$ cat src/rtl/rx_ring_pkg.sv
package rx_ring_pkg;

  typedef struct packed {
    logic load;     // first byte accepted into the destination holder
    logic capDest;  // further destination byte
    logic wrBody;   // store a body byte
    logic wrPad;    // store a zero pad byte
    logic wrHead;   // store a header or held destination byte
    logic finish;   // publish next page and pulse rxOk
  } ctlStrobe_t;

  typedef struct packed {
    logic roomOk;
    logic accept;
    logic destLast;
    logic shortFrame;
    logic padLast;
    logic headLast;
  } dpStatus_t;

  typedef enum logic [2:0] {
    S_IDLE, S_DEST, S_BODY, S_PAD, S_HEAD, S_SKIP
  } rxState_e;

endpackage

$ cat src/rtl/rx_ring_ctrl.sv
module rx_ring_ctrl
  import rx_ring_pkg::*;
(
  input  logic       clk,
  input  logic       rstN,
  input  logic       inValid,
  input  logic       inSof,
  input  logic       inEof,
  input  dpStatus_t  stat,
  output ctlStrobe_t strb
);

  rxState_e state, nxt;

  always_ff @(posedge clk) begin
    if (!rstN) state <= S_IDLE;
    else       state <= nxt;
  end

  always_comb begin
    nxt  = state;
    strb = '0;
    case (state)
      S_IDLE: begin
        if (inValid && inSof && !inEof) begin
          if (stat.roomOk) begin
            strb.load = 1'b1;
            nxt       = S_DEST;
          end else begin
            nxt = S_SKIP;
          end
        end
      end
      S_DEST: begin
        if (inValid) begin
          if (inEof) begin
            nxt = S_IDLE;            // ended inside the destination field
          end else begin
            strb.capDest = 1'b1;
            if (stat.destLast) nxt = S_BODY;
          end
        end
      end
      S_BODY: begin
        if (!stat.accept) begin
          nxt = (inValid && inEof) ? S_IDLE : S_SKIP;
        end else if (inValid) begin
          strb.wrBody = 1'b1;
          if (inEof) nxt = stat.shortFrame ? S_PAD : S_HEAD;
        end
      end
      S_PAD: begin
        strb.wrPad = 1'b1;
        if (stat.padLast) nxt = S_HEAD;
      end
      S_HEAD: begin
        strb.wrHead = 1'b1;
        if (stat.headLast) begin
          strb.finish = 1'b1;
          nxt         = S_IDLE;
        end
      end
      S_SKIP: begin
        if (inValid && inEof) nxt = S_IDLE;
      end
      default: nxt = S_IDLE;
    endcase
  end

endmodule

$ cat src/rtl/rx_ring_dp.sv
module rx_ring_dp
  import rx_ring_pkg::*;
#(
  parameter int PAGE_W  = 8,
  parameter int MIN_LEN = 60,
  parameter int MAX_LEN = 1514,
  parameter int HDR_LEN = 4,
  parameter int FCS_LEN = 4,
  localparam int ADDR_W = PAGE_W + 8,
  localparam int CNT_W  = $clog2(MAX_LEN + 1) + 1,
  localparam int NEED   = MAX_LEN + FCS_LEN,
  localparam int HEAD_N = HDR_LEN + 6
) (
  input  logic              clk,
  input  logic              rstN,
  input  ctlStrobe_t        strb,
  input  logic [7:0]        inData,
  input  logic              rxStop,
  input  logic [PAGE_W-1:0] ringStartPage,
  input  logic [PAGE_W-1:0] ringStopPage,
  input  logic [PAGE_W-1:0] boundaryPage,
  input  logic [PAGE_W-1:0] curPage,
  input  logic [47:0]       stationAddr,
  input  logic [63:0]       mcastTable,
  input  logic              promiscuous,
  input  logic              acceptBcast,
  input  logic              acceptMcast,
  output dpStatus_t         stat,
  output logic              memWe,
  output logic [ADDR_W-1:0] memAddr,
  output logic [7:0]        memData,
  output logic [PAGE_W-1:0] nextCurPage,
  output logic              rxOk
);

  localparam logic [31:0] CRC_POLY = 32'h04C11DB7;

  function automatic logic [31:0] crcByte(input logic [31:0] c, input logic [7:0] b);
    logic [31:0] r;
    logic fb;
    r = c;
    for (int i = 0; i < 8; i++) begin
      fb = r[31] ^ b[i];
      r  = {r[30:0], 1'b0};
      if (fb) r = r ^ CRC_POLY;
    end
    return r;
  endfunction

  logic [PAGE_W-1:0] basePage;
  logic [CNT_W-1:0]  cnt;
  logic [47:0]       destReg;
  logic [31:0]       crcReg;
  logic [ADDR_W-1:0] ptr, hPtr;
  logic [3:0]        hIdx;

  // ring geometry and free space
  logic [ADDR_W-1:0] startAddr, stopAddr, ptrNext, hPtrNext;
  logic [PAGE_W:0]   ringPg, availPg;
  logic [ADDR_W:0]   availBytes;
  assign startAddr = {ringStartPage, 8'h00};
  assign stopAddr  = {ringStopPage, 8'h00};
  assign ringPg    = {1'b0, ringStopPage} - {1'b0, ringStartPage};
  assign ptrNext   = (ptr + 1'b1 == stopAddr) ? startAddr : ptr + 1'b1;
  assign hPtrNext  = (hPtr + 1'b1 == stopAddr) ? startAddr : hPtr + 1'b1;

  always_comb begin
    if (curPage < boundaryPage)
      availPg = {1'b0, boundaryPage} - {1'b0, curPage};
    else
      availPg = ringPg - ({1'b0, curPage} - {1'b0, boundaryPage});
  end
  assign availBytes = {availPg, 8'h00};

  // address filter
  logic isBcast, isMcast, mcastHit, accept;
  logic [5:0] hashIdx;
  assign hashIdx  = crcReg[31:26];
  assign mcastHit = mcastTable[hashIdx];
  assign isBcast  = &destReg;
  assign isMcast  = destReg[0];
  always_comb begin
    if (promiscuous)  accept = 1'b1;
    else if (isBcast) accept = acceptBcast;
    else if (isMcast) accept = acceptMcast & mcastHit;
    else              accept = (destReg == stationAddr);
  end

  // length and next page
  logic [CNT_W-1:0]  totLen;
  logic [15:0]       lenWord;
  logic [ADDR_W-1:0] pageSum;
  logic [PAGE_W:0]   nextRaw;
  logic [PAGE_W-1:0] nextPg;
  assign totLen  = cnt + CNT_W'(HDR_LEN);
  assign lenWord = 16'(totLen);
  assign pageSum = ADDR_W'(totLen) + ADDR_W'(FCS_LEN + 255);
  always_comb begin
    nextRaw = {1'b0, basePage} + {1'b0, pageSum[ADDR_W-1:8]};
    if (nextRaw >= {1'b0, ringStopPage}) nextRaw = nextRaw - ringPg;
  end
  assign nextPg = nextRaw[PAGE_W-1:0];

  // header byte select
  logic [7:0] headByte;
  logic [2:0] dIdx;
  assign dIdx = 3'(hIdx - 4'd4);
  always_comb begin
    case (hIdx)
      4'd0:    headByte = {2'b00, destReg[0], 4'b0000, 1'b1};
      4'd1:    headByte = 8'(nextPg);
      4'd2:    headByte = lenWord[7:0];
      4'd3:    headByte = lenWord[15:8];
      default: headByte = destReg[8*dIdx +: 8];
    endcase
  end

  assign stat.roomOk     = !rxStop && (availBytes >= (ADDR_W+1)'(NEED));
  assign stat.accept     = accept;
  assign stat.destLast   = (cnt == CNT_W'(5));
  assign stat.shortFrame = (cnt < CNT_W'(MIN_LEN - 1));
  assign stat.padLast    = (cnt == CNT_W'(MIN_LEN - 1));
  assign stat.headLast   = (hIdx == 4'(HEAD_N - 1));

  always_ff @(posedge clk) begin
    if (!rstN) begin
      basePage    <= '0;
      cnt         <= '0;
      destReg     <= '0;
      crcReg      <= '0;
      ptr         <= '0;
      hPtr        <= '0;
      hIdx        <= '0;
      memWe       <= 1'b0;
      memAddr     <= '0;
      memData     <= '0;
      nextCurPage <= '0;
      rxOk        <= 1'b0;
    end else begin
      memWe <= 1'b0;
      rxOk  <= 1'b0;
      if (strb.load) begin
        basePage <= curPage;
        cnt      <= CNT_W'(1);
        destReg  <= {inData, destReg[47:8]};
        crcReg   <= crcByte(32'hFFFF_FFFF, inData);
        ptr      <= {curPage, 8'h00} + ADDR_W'(HDR_LEN + 6);
        hPtr     <= {curPage, 8'h00};
        hIdx     <= '0;
      end
      if (strb.capDest) begin
        cnt     <= cnt + 1'b1;
        destReg <= {inData, destReg[47:8]};
        crcReg  <= crcByte(crcReg, inData);
      end
      if (strb.wrBody || strb.wrPad) begin
        memWe   <= 1'b1;
        memAddr <= ptr;
        memData <= strb.wrBody ? inData : 8'h00;
        ptr     <= ptrNext;
        cnt     <= cnt + 1'b1;
      end
      if (strb.wrHead) begin
        memWe   <= 1'b1;
        memAddr <= hPtr;
        memData <= headByte;
        hPtr    <= hPtrNext;
        hIdx    <= hIdx + 1'b1;
      end
      if (strb.finish) begin
        nextCurPage <= nextPg;
        rxOk        <= 1'b1;
      end
    end
  end

endmodule

$ cat src/rtl/rx_ring_writer.sv
module rx_ring_writer
  import rx_ring_pkg::*;
#(
  parameter int PAGE_W  = 8,
  parameter int MIN_LEN = 60,
  parameter int MAX_LEN = 1514,
  localparam int ADDR_W = PAGE_W + 8
) (
  input  logic              clk,
  input  logic              rstN,
  input  logic              inValid,
  input  logic              inSof,
  input  logic              inEof,
  input  logic [7:0]        inData,
  input  logic              rxStop,
  input  logic [PAGE_W-1:0] ringStartPage,
  input  logic [PAGE_W-1:0] ringStopPage,
  input  logic [PAGE_W-1:0] boundaryPage,
  input  logic [PAGE_W-1:0] curPage,
  input  logic [47:0]       stationAddr,
  input  logic [63:0]       mcastTable,
  input  logic              promiscuous,
  input  logic              acceptBcast,
  input  logic              acceptMcast,
  output logic              memWe,
  output logic [ADDR_W-1:0] memAddr,
  output logic [7:0]        memData,
  output logic [PAGE_W-1:0] nextCurPage,
  output logic              rxOk
);

  ctlStrobe_t strb;
  dpStatus_t  stat;

  rx_ring_ctrl uCtrl (
    .clk(clk), .rstN(rstN), .inValid(inValid), .inSof(inSof), .inEof(inEof),
    .stat(stat), .strb(strb)
  );

  rx_ring_dp #(.PAGE_W(PAGE_W), .MIN_LEN(MIN_LEN), .MAX_LEN(MAX_LEN)) uDp (
    .clk(clk), .rstN(rstN), .strb(strb), .inData(inData), .rxStop(rxStop),
    .ringStartPage(ringStartPage), .ringStopPage(ringStopPage),
    .boundaryPage(boundaryPage), .curPage(curPage), .stationAddr(stationAddr),
    .mcastTable(mcastTable), .promiscuous(promiscuous), .acceptBcast(acceptBcast),
    .acceptMcast(acceptMcast), .stat(stat), .memWe(memWe), .memAddr(memAddr),
    .memData(memData), .nextCurPage(nextCurPage), .rxOk(rxOk)
  );

endmodule

$ cat config.mk
export PLATFORM = sky130hd
export DESIGN_NAME = rx_ring_writer
export DESIGN_NICKNAME = d
export VERILOG_FILES = /design/src/rtl/rx_ring_pkg.sv /design/src/rtl/rx_ring_ctrl.sv /design/src/rtl/rx_ring_dp.sv /design/src/rtl/rx_ring_writer.sv
export SDC_FILE = /design/constraint.sdc
export NUM_CORES = 1
export LEC_CHECK = 0
export BUFFER_PORTS_ARGS = -buffer_cell sky130_fd_sc_hd__buf_4
export CORE_UTILIZATION = 64
export DETAILED_ROUTE_END_ITERATION = 10
export PLACE_DENSITY = 0.89
export SYNTH_ARGS = -nofsm -noshare
export SYNTH_HDL_FRONTEND = slang
export SYNTH_SLANG_ARGS = --single-unit
export TNS_END_PERCENT = 1
$ cat constraint.sdc
create_clock -name clk -period 15.9 [get_ports clk]
set_clock_uncertainty 0.2 [all_clocks]
set_input_delay 0.795 -clock clk [delete_from_list [all_inputs] [get_ports clk]]
set_output_delay 0.795 -clock clk [all_outputs]
set_load 0.01 [all_outputs]
* After elaboration in Yosys (flattened, before gate mapping)
Cells that the tools add are included.
** Operators by class
- Reductions and logical operators :: 16
- Eq/ne operators :: 22
- Order comparisons :: 5
- $add $sub $neg :: 14
- Shifts and indexed selects :: 1
- Muxes and demuxes :: 101
- Bitwise operators :: 31
** Operators with widths (count)
- $mux W32 :: 30
- $mux W27 :: 16
- $not A14 Y14 :: 15
- $mux W16 :: 8
- $mux W48 :: 2
- $eq A48 B48 Y1 :: 1
- $reduce_and A48 Y1 :: 1
- $shiftx A48 B7 Y8 :: 1
- $mux W3 :: 13
- $mux W12 :: 3
- $add A16 B1 Y16 const B :: 2
- $eq A16 B16 Y1 :: 2
- $mux W8 :: 4
- $pmux W8 S4 :: 1
- $sub A8 B8 Y9 :: 3
- $mux W1 :: 18
- $pmux W3 S6 :: 1
- $ge A17 B11 Y1 const B :: 1
- $add A16 B4 Y16 const B :: 1
- $xor A1 B1 Y1 :: 15
- $add A12 B9 Y13 const B :: 1
- $add A12 B1 Y12 const B :: 1
- $add A12 B3 Y12 const B :: 1
- $eq A12 B3 Y1 const B :: 1
- other kinds (32) :: 48
** Word-level totals
- Output and inout bits :: 34
- Register bits after elaboration :: 173

* Depth between registers and ports, before layout
Gate-level depths: netlist of run 1.
- Depth after elaboration :: 38
- Depth in mapped cells :: 27
- Depth with buffers taken out :: 25

* Cells and area by module
A second synthesis of run 1 with hierarchy kept.
** Unflattened totals
- Cell total of the unflattened synthesis :: 1712
- Area, all modules :: 13832.0 µm²
** Modules (own cells, without submodules)
- rx_ring_dp :: cells each 1664, instances 1, area each 13489.2 µm²
- rx_ring_ctrl :: cells each 48, instances 1, area each 342.8 µm²

* Worst setup path before layout of run 1
Ideal clock, no wire load.
- Kind :: register to register
- From :: register uDp.cnt[2]
- To :: register uDp.memData[1]
- Stages on the path, launching flop included :: 26
- Path buffers :: 2
- Path slack :: 10.341 ns
- Data arrival time :: 5.288 ns
- Period minus slack after synthesis :: 5.559 ns
- Setup time :: 0.070 ns
- Cells stage by stage :: dfxtp_1 > ha_1 > clkbuf_1 > nand2_1 > xor2_1 > nor2_1 > nand2_1 > o21ai_0 > nand3_1 > or3b_2 > a21oi_1 > xnor2_1 > ha_1 > a21oi_1 > o21bai_1 > nand2_1 > o311ai_0 > ha_1 > nand4_1 > nor3_1 > or2_2 > clkbuf_1 > mux2i_1 > a31oi_1 > or3_1 > a21oi_1
** Between the ends
- Word-level cells in the longest chain between the ends :: 7
** Ends and longest elaborated chain
- start: declaration :: line rx_ring_dp.sv:51 : logic [CNT_W-1:0] cnt;
- start signal: assignment :: line rx_ring_dp.sv:152 : cnt <= cnt + 1'b1;
- start signal: assignment :: line rx_ring_dp.sv:161 : cnt <= cnt + 1'b1;
- $add A12 B3 Y12 * :: line rx_ring_dp.sv:95 : assign totLen = cnt + CNT_W'(HDR_LEN);
- $add A12 B9 Y13 :: line rx_ring_dp.sv:97 : assign pageSum = ADDR_W'(totLen) + ADDR_W'(FCS_LEN + 255);
- $add A8 B5 Y9 :: line rx_ring_dp.sv:99 : nextRaw = {1'b0, basePage} + {1'b0, pageSum[ADDR_W-1:8]};
- $sub A8 B8 Y8 or $ge A9 B8 Y1 (tied branches) :: line rx_ring_dp.sv:100 : if (nextRaw >= {1'b0, ringStopPage}) nextRaw = nextRaw - ringPg;
- $mux W8 :: line rx_ring_dp.sv:100
- $pmux W8 S4 * :: line rx_ring_dp.sv:109 : case (hIdx)
- $mux W8 * :: line rx_ring_dp.sv:163 : if (strb.wrHead) begin
- end signal: assignment :: line rx_ring_dp.sv:159 : memData <= strb.wrBody ? inData : 8'h00;
- end signal: assignment :: line rx_ring_dp.sv:166 : memData <= headByte;
- end: declaration :: line rx_ring_dp.sv:31 : output logic [7:0] memData,
Every way passes the cells marked *; elsewhere a longest branch is shown, timed or not.
A chain may end at the register's enable or synchronous reset.

* Worst setup path in the final report of run 1
Ends and elaborated chain as after synthesis.

==> flow_summary_export.csv, run 1 <==
group,metric,value,unit
status,status,"finished, final reports clean",
timing,fin_crit_sh,41.8,%
timing,hold_viol,0,
setup_path,r2r-end,"uDp.memData[1]$_SDFFE_PN0P_",
floorplan,die_area,0.0217,mm²
global_routing,grt_overflow,0,
timing,fin_crit,6.65,ns
route,drc_errors,0,
pwr,fin_total_pwr,1.58,mW
final_layout,final_util,75.9,%
global_routing,track_usage,38.1,%
final_layout,num-fill-cells,1425,
setup_path,r2r_slack,9.25,ns
placement,portBuffers,194,
floorplan,io_pins,195,
final_layout,fin_nets,1940,
placement,routabilityCongestion,1.00,
synth,postSynthCellCount,1587,
min_path,worstHoldPathCells,2,
clocking,cts.repair.resized,0,
setup_path,cp-start-kind,"flop",
clocking,clock_path_buffers,2,
floorplan,fp.dieW,147,µm
clocking,hold_buffers,0,
pwr,p_leak,6.65,nW
setup_path,crit_required,16.07,ns
setup_path,timing.rr.start,"uDp.cnt[2]$_SDFFE_PN0P_",
route,vias_per_cell,6.61,
setup_path,ff2ff_path_depth,23,
synth,synth_most_common_cell,"dfxtp_1",
clocking,cts.sinks,173,
floorplan,die_h,147,µm
final_layout,area_growth,14.9,%
synth,syn_area,0.0135,mm²
timing,setup_tns,0,ns
placement,dp_hpwl,30000,µm
setup_path,cp-end-kind,"flop",
global_routing,grt_pass1_vias,12588,
final_layout,diodes,0,
floorplan,initial_utilization,66.0,%
setup_path,crit_arrival,6.82,ns
timing,timing.fmax,150,MHz
timing,tightest_slew,1.16,ns
clocking,htreeDepth,4,
global_routing,grt_pass1_wl,65300,µm
clocking,post-cts-setup-buffers,0,
synth,syn-num-nets,1818,
setup_path,worstPathMaxFanout,10,
synth,synth_seq_cells,173,
floorplan,fp-row-count,52,
route,dr.pass1.iters,8,
synth,synth_top_area_share,25.7,%
clocking,clkTransAtPathRegs,0.07,ns
timing,rsz0062_at_grt,"false",
route,routed_wirelength,41200,µm
synth,ys_seq_area_share,25.7,%
final_layout,drive_gt1_share,18.0,%
floorplan,coreArea,0.0204,mm²
synth,synth_flop_cell,"dfxtp_1",
run,cap_viol_max_count,0,
synth,synth_common_cells,"173 x dfxtp_1, 133 x xnor2_1, 126 x nor2_1, 116 x mux2i_1, 107 x nand2_1",
synth,ys_warn_count,0,
route,drt_iter0_drc,1504,
synth,ys_top_cells_by_area,"dfxtp_1 26%, xnor2_1 8.6%, mux2i_1 8.6%",
pwr,peakVddDrop,0.0000736,V
synth,async_flop_share,0,%
clocking,numCtsBuffers,17,
clocking,cts_root_buffer,"clkbuf_16",
timing,relSlewSlack,22.8,%
route,avgRoutedWirePerCell,20.7,µm
route,antenna_left,0,
synth,synth_top_area_cell,"dfxtp_1",
min_path,min_to,"uDp.basePage[4]$_SDFFE_PN0P_",
global_routing,grt_max_degree,99,
synth,synth_cell_type_count,80,
route,vias,13168,
clocking,tritoncts,"built",
pwr,power.density,102,mW/mm²
min_path,min-delay-start,"uDp.basePage[4]$_SDFFE_PN0P_",
clocking,insertion_delay,0.45,ns
synth,syn_area_per_cell,8.50,µm²
setup_path,worstSetupPathType,"reg -> reg",
timing,setup_viol,0,
synth,synth_edf_count,0,
global_routing,antenna_found_initial,0,
min_path,hp-class,"reg -> reg",
timing,finalMaxSlewViolations,0,
## power breakdown
part           internal, mW  switching, mW  total [mW]  leakage (nW)
Sequential            0.476         0.0605       0.537          1.40
Clock                 0.227          0.199       0.425         0.286
Combinational         0.280          0.339       0.619          4.97
## per-stage QoR
stage	cells	area [µm²]	setup slack (ns)	hold WS (ns)
floorplan	1587	13500	10.34	0.241
global placement	1960	14900	9.40	0.248
detailed placement	1960	14900	9.15	0.264
CTS	1991	15500	9.39	0.275
global route	1991	15500	8.83	0.285
finish	1991	15500	9.25	0.275
## cells in the final DEF (no fill, tap or decap), drive strengths merged, types with 24 or more instances in the layout
cell type | netlist | routed
mux4 | 24 | 24
nor2 | 126 | 126
inv | 60 | 67
nand4 | 41 | 41
buf | 36 | 205
xor2 | 95 | 95
xnor2 | 133 | 133
mux2i | 116 | 116
dfxtp | 173 | 173
ha | 58 | 58
nand3 | 60 | 60
o21ai | 77 | 77
nand2 | 108 | 108
nor3 | 28 | 28
a21oi | 95 | 95
a31oi | 25 | 25
## area by class of cell
type	count	area [µm²]	area share, %
Clock inverter	13	149	0.961
Multi-Input combinational cell	1252	9340	60.3
Clock buffer	18	439	2.83
Inverter	60	226	1.46
Sequential cell	173	3460	22.3
Tap cell	270	338	2.18
Timing Repair Buffer	205	1540	9.93
## worst max path at each step
| stage | startpoint | to | cells past startpoint |
|---|---|---|---|
| final | uDp.cnt[2]$_SDFFE_PN0P_ | uDp.memData[1]$_SDFFE_PN0P_ | 23 |
| after global routing | uDp.cnt[2]$_SDFFE_PN0P_ | uDp.memData[1]$_SDFFE_PN0P_ | 23 |
| after CTS | uDp.cnt[2]$_SDFFE_PN0P_ | uDp.memData[1]$_SDFFE_PN0P_ | 23 |
| after detailed placement | ringStopPage[0] | uDp.destReg[13]$_SDFFE_PN0P_ | 21 |
| after global placement | ringStopPage[0] | uDp.destReg[11]$_SDFFE_PN0P_ | 21 |
| after floorplan | uDp.cnt[2]$_SDFFE_PN0P_ | uDp.memData[1]$_SDFFE_PN0P_ | 25 |
## logic make-up (layout without fill, tap and decap cells)
logic type	Yosys count	in the layout	synth area share, %
XOR/XNOR	228	228	14.8
adder cells (fa/ha/maj)	70	70	7.16
flip-flops	173	173	25.7
multiplexers	157	157	14.0
AO/OA/AOI/OAI	337	337	16.2
AND/OR/NAND/NOR	460	460	16.8
buffers and inverters	162	296	5.35
## registers in the layout, summed over array words and instances (netlist names)
| name | flops |
|---|---|
| uDp.memWe | 1 |
| uDp.ptr | 16 |
| uDp.destReg | 48 |
| uDp.rxOk | 1 |
| uDp.hIdx | 4 |
| uCtrl.state | 3 |
| uDp.basePage | 8 |
| uDp.crcReg | 32 |
| uDp.memAddr | 16 |
| uDp.nextCurPage | 8 |
| uDp.cnt | 12 |
| uDp.memData | 8 |
| uDp.hPtr | 16 |
## per-layer routing
metal | wire length [µm] | share of wire [%] | global-route usage (%) | vias up
li1 | - | - | - | 5968
met1 | 15200 | 37 | 45.5 | 6107
met2 | 19600 | 47 | 62.6 | 898
met3 | 3970 | 9.6 | 7.52 | 195
met4 | 2550 | 6.2 | 24.4 | 0
met5 | 0 | 0 | 0 | -
## worst max-delay path: stages (launching register included)
cell and delay, ns:
dfxtp_1 0.57, ha_1 0.42, nand2_1 0.11, xor2_1 0.16
nor2_1 0.12, nand2_1 0.07, o21ai_0 0.11, nand3_1 0.13
or3b_2 0.52, a21oi_1 0.22, xnor2_1 0.10, ha_1 0.33
a21oi_1 0.10, o21bai_1 0.23, nand2_1 0.07, o311ai_0 0.79
ha_1 0.25, nand4_1 0.11, nor3_1 0.47, or2_2 0.32
mux2i_1 0.50, a31oi_1 0.19, or3_1 0.37, a21oi_1 0.12
Note: power is estimated with default switching activity, not from simulation.
==> inputs of run 2 (changes only) <==
--- a/config.mk
+++ b/config.mk
@@ -6,9 +6,9 @@
 export NUM_CORES = 1
 export LEC_CHECK = 0
 export BUFFER_PORTS_ARGS = -buffer_cell sky130_fd_sc_hd__buf_4
-export CORE_UTILIZATION = 64
+export CORE_UTILIZATION = 59
 export DETAILED_ROUTE_END_ITERATION = 10
-export PLACE_DENSITY = 0.89
+export PLACE_DENSITY = 0.83
 export SYNTH_ARGS = -nofsm -noshare
 export SYNTH_HDL_FRONTEND = slang
 export SYNTH_SLANG_ARGS = --single-unit
==> constraint.sdc (replaced) <==
create_clock -name clk -period 6.75 [get_ports clk]
set_clock_uncertainty 0.2 [all_clocks]
set_input_delay 0.3375 -clock clk [delete_from_list [all_inputs] [get_ports clk]]
set_output_delay 0.3375 -clock clk [all_outputs]
set_load 0.01 [all_outputs]
==> flow_summary_export.csv, run 2 (synthesis results as in run 1) <==
group,metric,value,unit
floorplan,die_area,0.0235,mm²
route,dr.pass1.iters,6,
final_layout,multi_input_area,0.00934,mm²
setup_path,cp-end-kind,"flop",
clocking,tritoncts,"built",
final_layout,largest_register_ffs,48,
setup_path,crit_slowest_cell,"o311ai_0",
final_layout,final_cell_mix,"206 x buf_4, 173 x dfxtp_1, 133 x xnor2_1",
floorplan,fp.dieW,153,µm
floorplan,fp-row-count,54,
final_layout,final_cells,2006,
floorplan,coreArea,0.0221,mm²
final_layout,num-fill-cells,1704,
final_layout,drive_gt1_share,18.2,%
placement,routabilityCongestion,1.02,
global_routing,antenna_found_initial,0,
timing,tightest_slew,1.13,ns
timing,setup_tns,0,ns
setup_path,worstPathMaxFanout,10,
final_layout,area_growth,15.7,%
pwr,power.density,241,mW/mm²
clocking,htreeDepth,4,
final_layout,diodes,0,
route,drc_errors,0,
global_routing,grt_overflow,0,
route,vias_per_cell,6.41,
placement,place_inst,1974,
timing,fin_crit_sh,92.1,%
timing,fin_crit,6.22,ns
final_layout,seqCellArea,0.00346,mm²
route,antenna_left,0,
timing,timing.fmax,161,MHz
route,drt_iter0_drc,1127,
timing,setup_viol,0,
setup_path,path_buf_inv,0,
clocking,cts.sinks,173,
route,vias,12864,
setup_path,crit_chain,"ha_1 > nand2_1 > xor2_1 > nor2_1 > nand2_1 > o21ai_0 > nand3_1 > or3b_2 > a21oi_1 > xnor2_1 > ha_1 > a21oi_1 > o21bai_1 > nand2_1 > o311ai_0 > ha_1 > nand4_1 > nor3_1 > or2_2 > mux2i_1 > a31oi_1 > or3_1 > a21oi_1",
timing,finalMaxSlewViolations,0,
timing,relSlewSlack,24.7,%
status,status,"finished, final reports clean",
clocking,numCtsBuffers,17,
pwr,fin_total_pwr,3.77,mW
floorplan,die_h,153,µm
floorplan,initial_utilization,61.1,%
placement,pre_cts_ws,0.711,ns
final_layout,top_regs,"uDp.destReg (48), uDp.crcReg (32)",
global_routing,track_usage,35.3,%
route,avgRoutedWirePerCell,20.6,µm
setup_path,cp_top_family,"simple AND/OR/NAND/NOR gates",
clocking,hold_buffers,0,
timing,setup_ws,0.535,ns
floorplan,io_pins,195,
final_layout,fin_nets,1944,
final_layout,regMostFlops,"uDp.destReg",
min_path,hp-class,"in -> reg",
clocking,post-cts-setup-buffers,0,
global_routing,grt_pass1_wl,65500,µm
clocking,insertion_delay,0.46,ns
final_layout,layout_commonest_cell,"buf_4",
placement,dp_hpwl,30700,µm
global_routing,grt_max_degree,104,
clocking,cts.repair.resized,0,
pwr,peakVddDrop,0.000185,V
clocking,cts_root_buffer,"clkbuf_16",
run,cap_viol_max_count,0,
placement,portBuffers,194,
clocking,clock_path_buffers,2,
setup_path,max_stage_delay,0.78,ns
setup_path,crit_arrival,6.39,ns
clocking,clkTransAtPathRegs,0.07,ns
final_layout,final_util,70.7,%
global_routing,grt_pass1_vias,12264,
timing,hold_viol,0,
setup_path,worstSetupPathType,"reg -> reg",
setup_path,crit_required,6.92,ns
setup_path,cp-start-kind,"flop",
route,routed_wirelength,41300,µm
pwr,p_leak,6.70,nW
timing,rsz0062_at_grt,"false",
-- run 2: changes by cell type in the layout (fill, tap and decap cells not counted), sizes merged --
cell / before / now
buf: 205 / 209
clkinvlp: 2 / 1
inv: 67 / 66
clkinv: 3 / 7
clkbuf: 18 / 17
-- run 2: final timing paths --
kind / startpoint / to / slack (ns) / cells after the start
hold reg to reg: uDp.basePage[4]$_SDFFE_PN0P_ / uDp.basePage[4]$_SDFFE_PN0P_ / 0.28 / 2
setup / recovery: uDp.cnt[2]$_SDFFE_PN0P_ / uDp.memData[1]$_SDFFE_PN0P_ / 0.53 / 23
setup reg to reg: uDp.cnt[2]$_SDFFE_PN0P_ / uDp.memData[1]$_SDFFE_PN0P_ / 0.53 / 23
hold / removal: inEof / uCtrl.state[1]$_SDFFE_PN0P_ / 0.04 / 4
-- run 2: stage by stage --
stage | hold slack [ns] | instance area (µm²)
floorplan | 0.241 | 13500
global route | 0.0633 | 15600
CTS | 0.0323 | 15600
detailed placement | 0.257 | 15000
finish | 0.0396 | 15600
global placement | 0.257 | 15000
-- run 2: area by class of cell --
class | instances | share of cell area, %
clock inverters | 15 | 1.26
clock buffers | 17 | 2.72
well taps | 280 | 2.24
multi-input cells | 1252 | 59.8
flip-flops and latches | 173 | 22.2
inverters | 60 | 1.45
repair buffers | 209 | 10.3
-- run 2: routing by layer --
layer	global-route usage [%]	part of all wire, %	vias to the layer above
met5	0	0	-
li1	-	-	5974
met4	19.6	5.0	0
met1	42.3	39	6073
met2	60.3	48	696
met3	5.56	7.8	121
-- run 2: worst register-to-register path: stages, from the launching register on --
cell	delay, ns
dfxtp_1	0.53
ha_1	0.38
nand2_1	0.11
xor2_1	0.15
nor2_1	0.10
nand2_1	0.05
o21ai_0	0.09
nand3_1	0.11
or3b_2	0.51
a21oi_1	0.23
xnor2_1	0.10
ha_1	0.33
a21oi_1	0.11
o21bai_1	0.25
nand2_1	0.08
o311ai_0	0.78
ha_1	0.27
nand4_1	0.10
nor3_1	0.43
or2_2	0.30
mux2i_1	0.29
a31oi_1	0.14
or3_1	0.37
a21oi_1	0.12
-- run 2: power by group --
group          switching [mW]  internal, mW  total, mW
registers               0.142          1.12       1.26
logic                   0.788         0.669       1.46
clock network           0.509         0.539       1.05
==> inputs of run 3 (changes only) <==
--- a/config.mk
+++ b/config.mk
@@ -5,9 +5,9 @@
 export SDC_FILE = /design/constraint.sdc
 export NUM_CORES = 1
 export LEC_CHECK = 0
-export BUFFER_PORTS_ARGS = -buffer_cell sky130_fd_sc_hd__buf_4
-export CORE_UTILIZATION = 59
+export CORE_UTILIZATION = 66
 export DETAILED_ROUTE_END_ITERATION = 10
+export DONT_BUFFER_PORTS = 1
 export PLACE_DENSITY = 0.83
 export SYNTH_ARGS = -nofsm -noshare
 export SYNTH_HDL_FRONTEND = slang
==> flow_summary_export.csv, run 3 (synthesis results as in run 1) <==
group,metric,value,unit
status,status,"finished, final reports clean",
clocking,cts_root_buffer,"clkbuf_16",
global_routing,track_usage,38.1,%
timing,relSlewSlack,25.6,%
clocking,clock_path_buffers,2,
timing,rsz0062_at_grt,"false",
final_layout,final_util,72.4,%
global_routing,grt_max_degree,65,
final_layout,layout_commonest_cell,"dfxtp_1",
clocking,tritoncts,"built",
final_layout,regMostFlops,"uDp.destReg",
final_layout,area_growth,5.77,%
final_layout,top_regs,"uDp.destReg (48), uDp.crcReg (32)",
floorplan,fp.dieW,145,µm
floorplan,die_area,0.0210,mm²
setup_path,cp-end-kind,"flop",
global_routing,antenna_found_initial,1,
placement,dp_hpwl,29100,µm
timing,setup_ws,0.615,ns
timing,fin_crit_sh,90.9,%
route,vias,12227,
final_layout,num-fill-cells,1478,
run,cap_viol_max_count,0,
timing,hold_viol,0,
final_layout,final_cells,1815,
floorplan,fp-row-count,51,
floorplan,initial_utilization,68.4,%
final_layout,multi_input_area,0.00934,mm²
final_layout,diodes,0,
timing,setup_viol,0,
route,dr.pass1.iters,5,
final_layout,largest_register_ffs,48,
setup_path,cp-start-kind,"flop",
placement,dpl_cell_area,0.0135,mm²
clocking,insertion_delay,0.44,ns
pwr,p_leak,5.79,nW
route,drc_errors,0,
timing,whs,0.0104,ns
setup_path,worstPathMaxFanout,10,
placement,routabilityCongestion,0.997,
placement,pre_cts_ws,0.776,ns
floorplan,io_pins,195,
timing,setup_tns,0,ns
final_layout,seqCellArea,0.00346,mm²
placement,portBuffers,0,
route,antenna_left,0,
min_path,hp-class,"in -> reg",
pwr,fin_total_pwr,3.54,mW
timing,tightest_slew,1.11,ns
final_layout,finish.instance_area,0.0143,mm²
timing,finalMaxSlewViolations,0,
clocking,numCtsBuffers,17,
final_layout,final_cell_mix,"173 x dfxtp_1, 133 x xnor2_1, 126 x nor2_1",
clocking,cts.sinks,173,
floorplan,die_h,145,µm
global_routing,grt_pass1_vias,11846,
timing,timing.fmax,163,MHz
route,avgRoutedWirePerCell,22.3,µm
floorplan,coreArea,0.0197,mm²
global_routing,grt_overflow,0,
final_layout,drive_gt1_share,7.61,%
clocking,cts.repair.resized,0,
setup_path,worstSetupPathType,"reg -> reg",
clocking,htreeDepth,4,
route,routed_wirelength,40500,µm
global_routing,grt_pass1_wl,63300,µm
timing,fin_crit,6.14,ns
clocking,clkTransAtPathRegs,0.07,ns
setup_path,crit_arrival,6.23,ns
pwr,peakVddDrop,0.000195,V
setup_path,crit_required,6.84,ns
placement,place_inst,1765,
final_layout,fin_nets,1770,
pwr,power.density,248,mW/mm²
route,vias_per_cell,6.74,
route,drt_iter0_drc,1070,
## run 3: cell count changes in the layout (fill, tap and decap cells not counted)
cell           delta
clkbuf_1          +1
inv_6             +2
buf_12            +1
clkinvlp_4        +3
clkinv_2          +3
clkinv_8          -3
inv_12            -1
inv_8             -4
buf_4           -194
dlygate4sd3_1    +19
clkinv_4          -3
## run 3: worst max-delay path: stages (launching register included)
cell,delay (ns)
dfxtp_1,0.53
ha_1,0.39
nand2_1,0.11
xor2_1,0.16
nor2_1,0.10
nand2_1,0.05
o21ai_0,0.08
nand3_1,0.11
o41ai_1,0.56
xnor2_1,0.19
ha_1,0.30
a21o_1,0.18
a21oi_1,0.24
o21bai_1,0.14
a21oi_1,0.21
xnor2_1,0.24
ha_1,0.32
a21o_1,0.18
a21o_1,0.17
a21oi_1,0.14
o31ai_1,0.14
or2_2,0.41
mux2i_1,0.31
o21ai_0,0.21
a32oi_1,0.23
a21oi_1,0.08
## run 3: final cells by class
type	count	share of cell area [%]
clock buffer	18	3.01
tap	265	2.32
sequential	173	24.3
timing repair buffer	35	2.53
multi-input combinational	1252	65.5
clock inverter	12	0.807
inverter	60	1.59
## run 3: routing by layer
layer | wire (µm) | up-vias | part of all wire (%) | track usage (%)
li1 | - | 5622 | - | -
met1 | 15400 | 5729 | 38 | 45.7
met2 | 19000 | 704 | 47 | 63.1
met3 | 3740 | 170 | 9.2 | 7.77
met4 | 2360 | 2 | 5.8 | 22.7
met5 | 11 | - | 0.027 | 0
## run 3: power breakdown
part           switching (mW)  internal (mW)
clock                   0.447          0.509
combinational           0.714          0.580
sequential              0.163           1.12
total                    1.32           2.21
## run 3: final timing paths
check                                from                           end  slack, ns  cells past startpoint
min reg2reg  uDp.basePage[2]$_SDFFE_PN0P_  uDp.basePage[2]$_SDFFE_PN0P_       0.27                      2
min                             inData[7]   uDp.crcReg[22]$_SDFFE_PN0P_       0.01                      2
max               uDp.cnt[2]$_SDFFE_PN0P_   uDp.memData[3]$_SDFFE_PN0P_       0.61                     25
max reg2reg       uDp.cnt[2]$_SDFFE_PN0P_   uDp.memData[3]$_SDFFE_PN0P_       0.61                     25
## run 3: what timing repair did
action,4_1_cts,5_1_grt
setup buffers,0,0
hold buffers,20,0
setup endpoints to repair,0,0
endpoints found under the hold margin,70,0
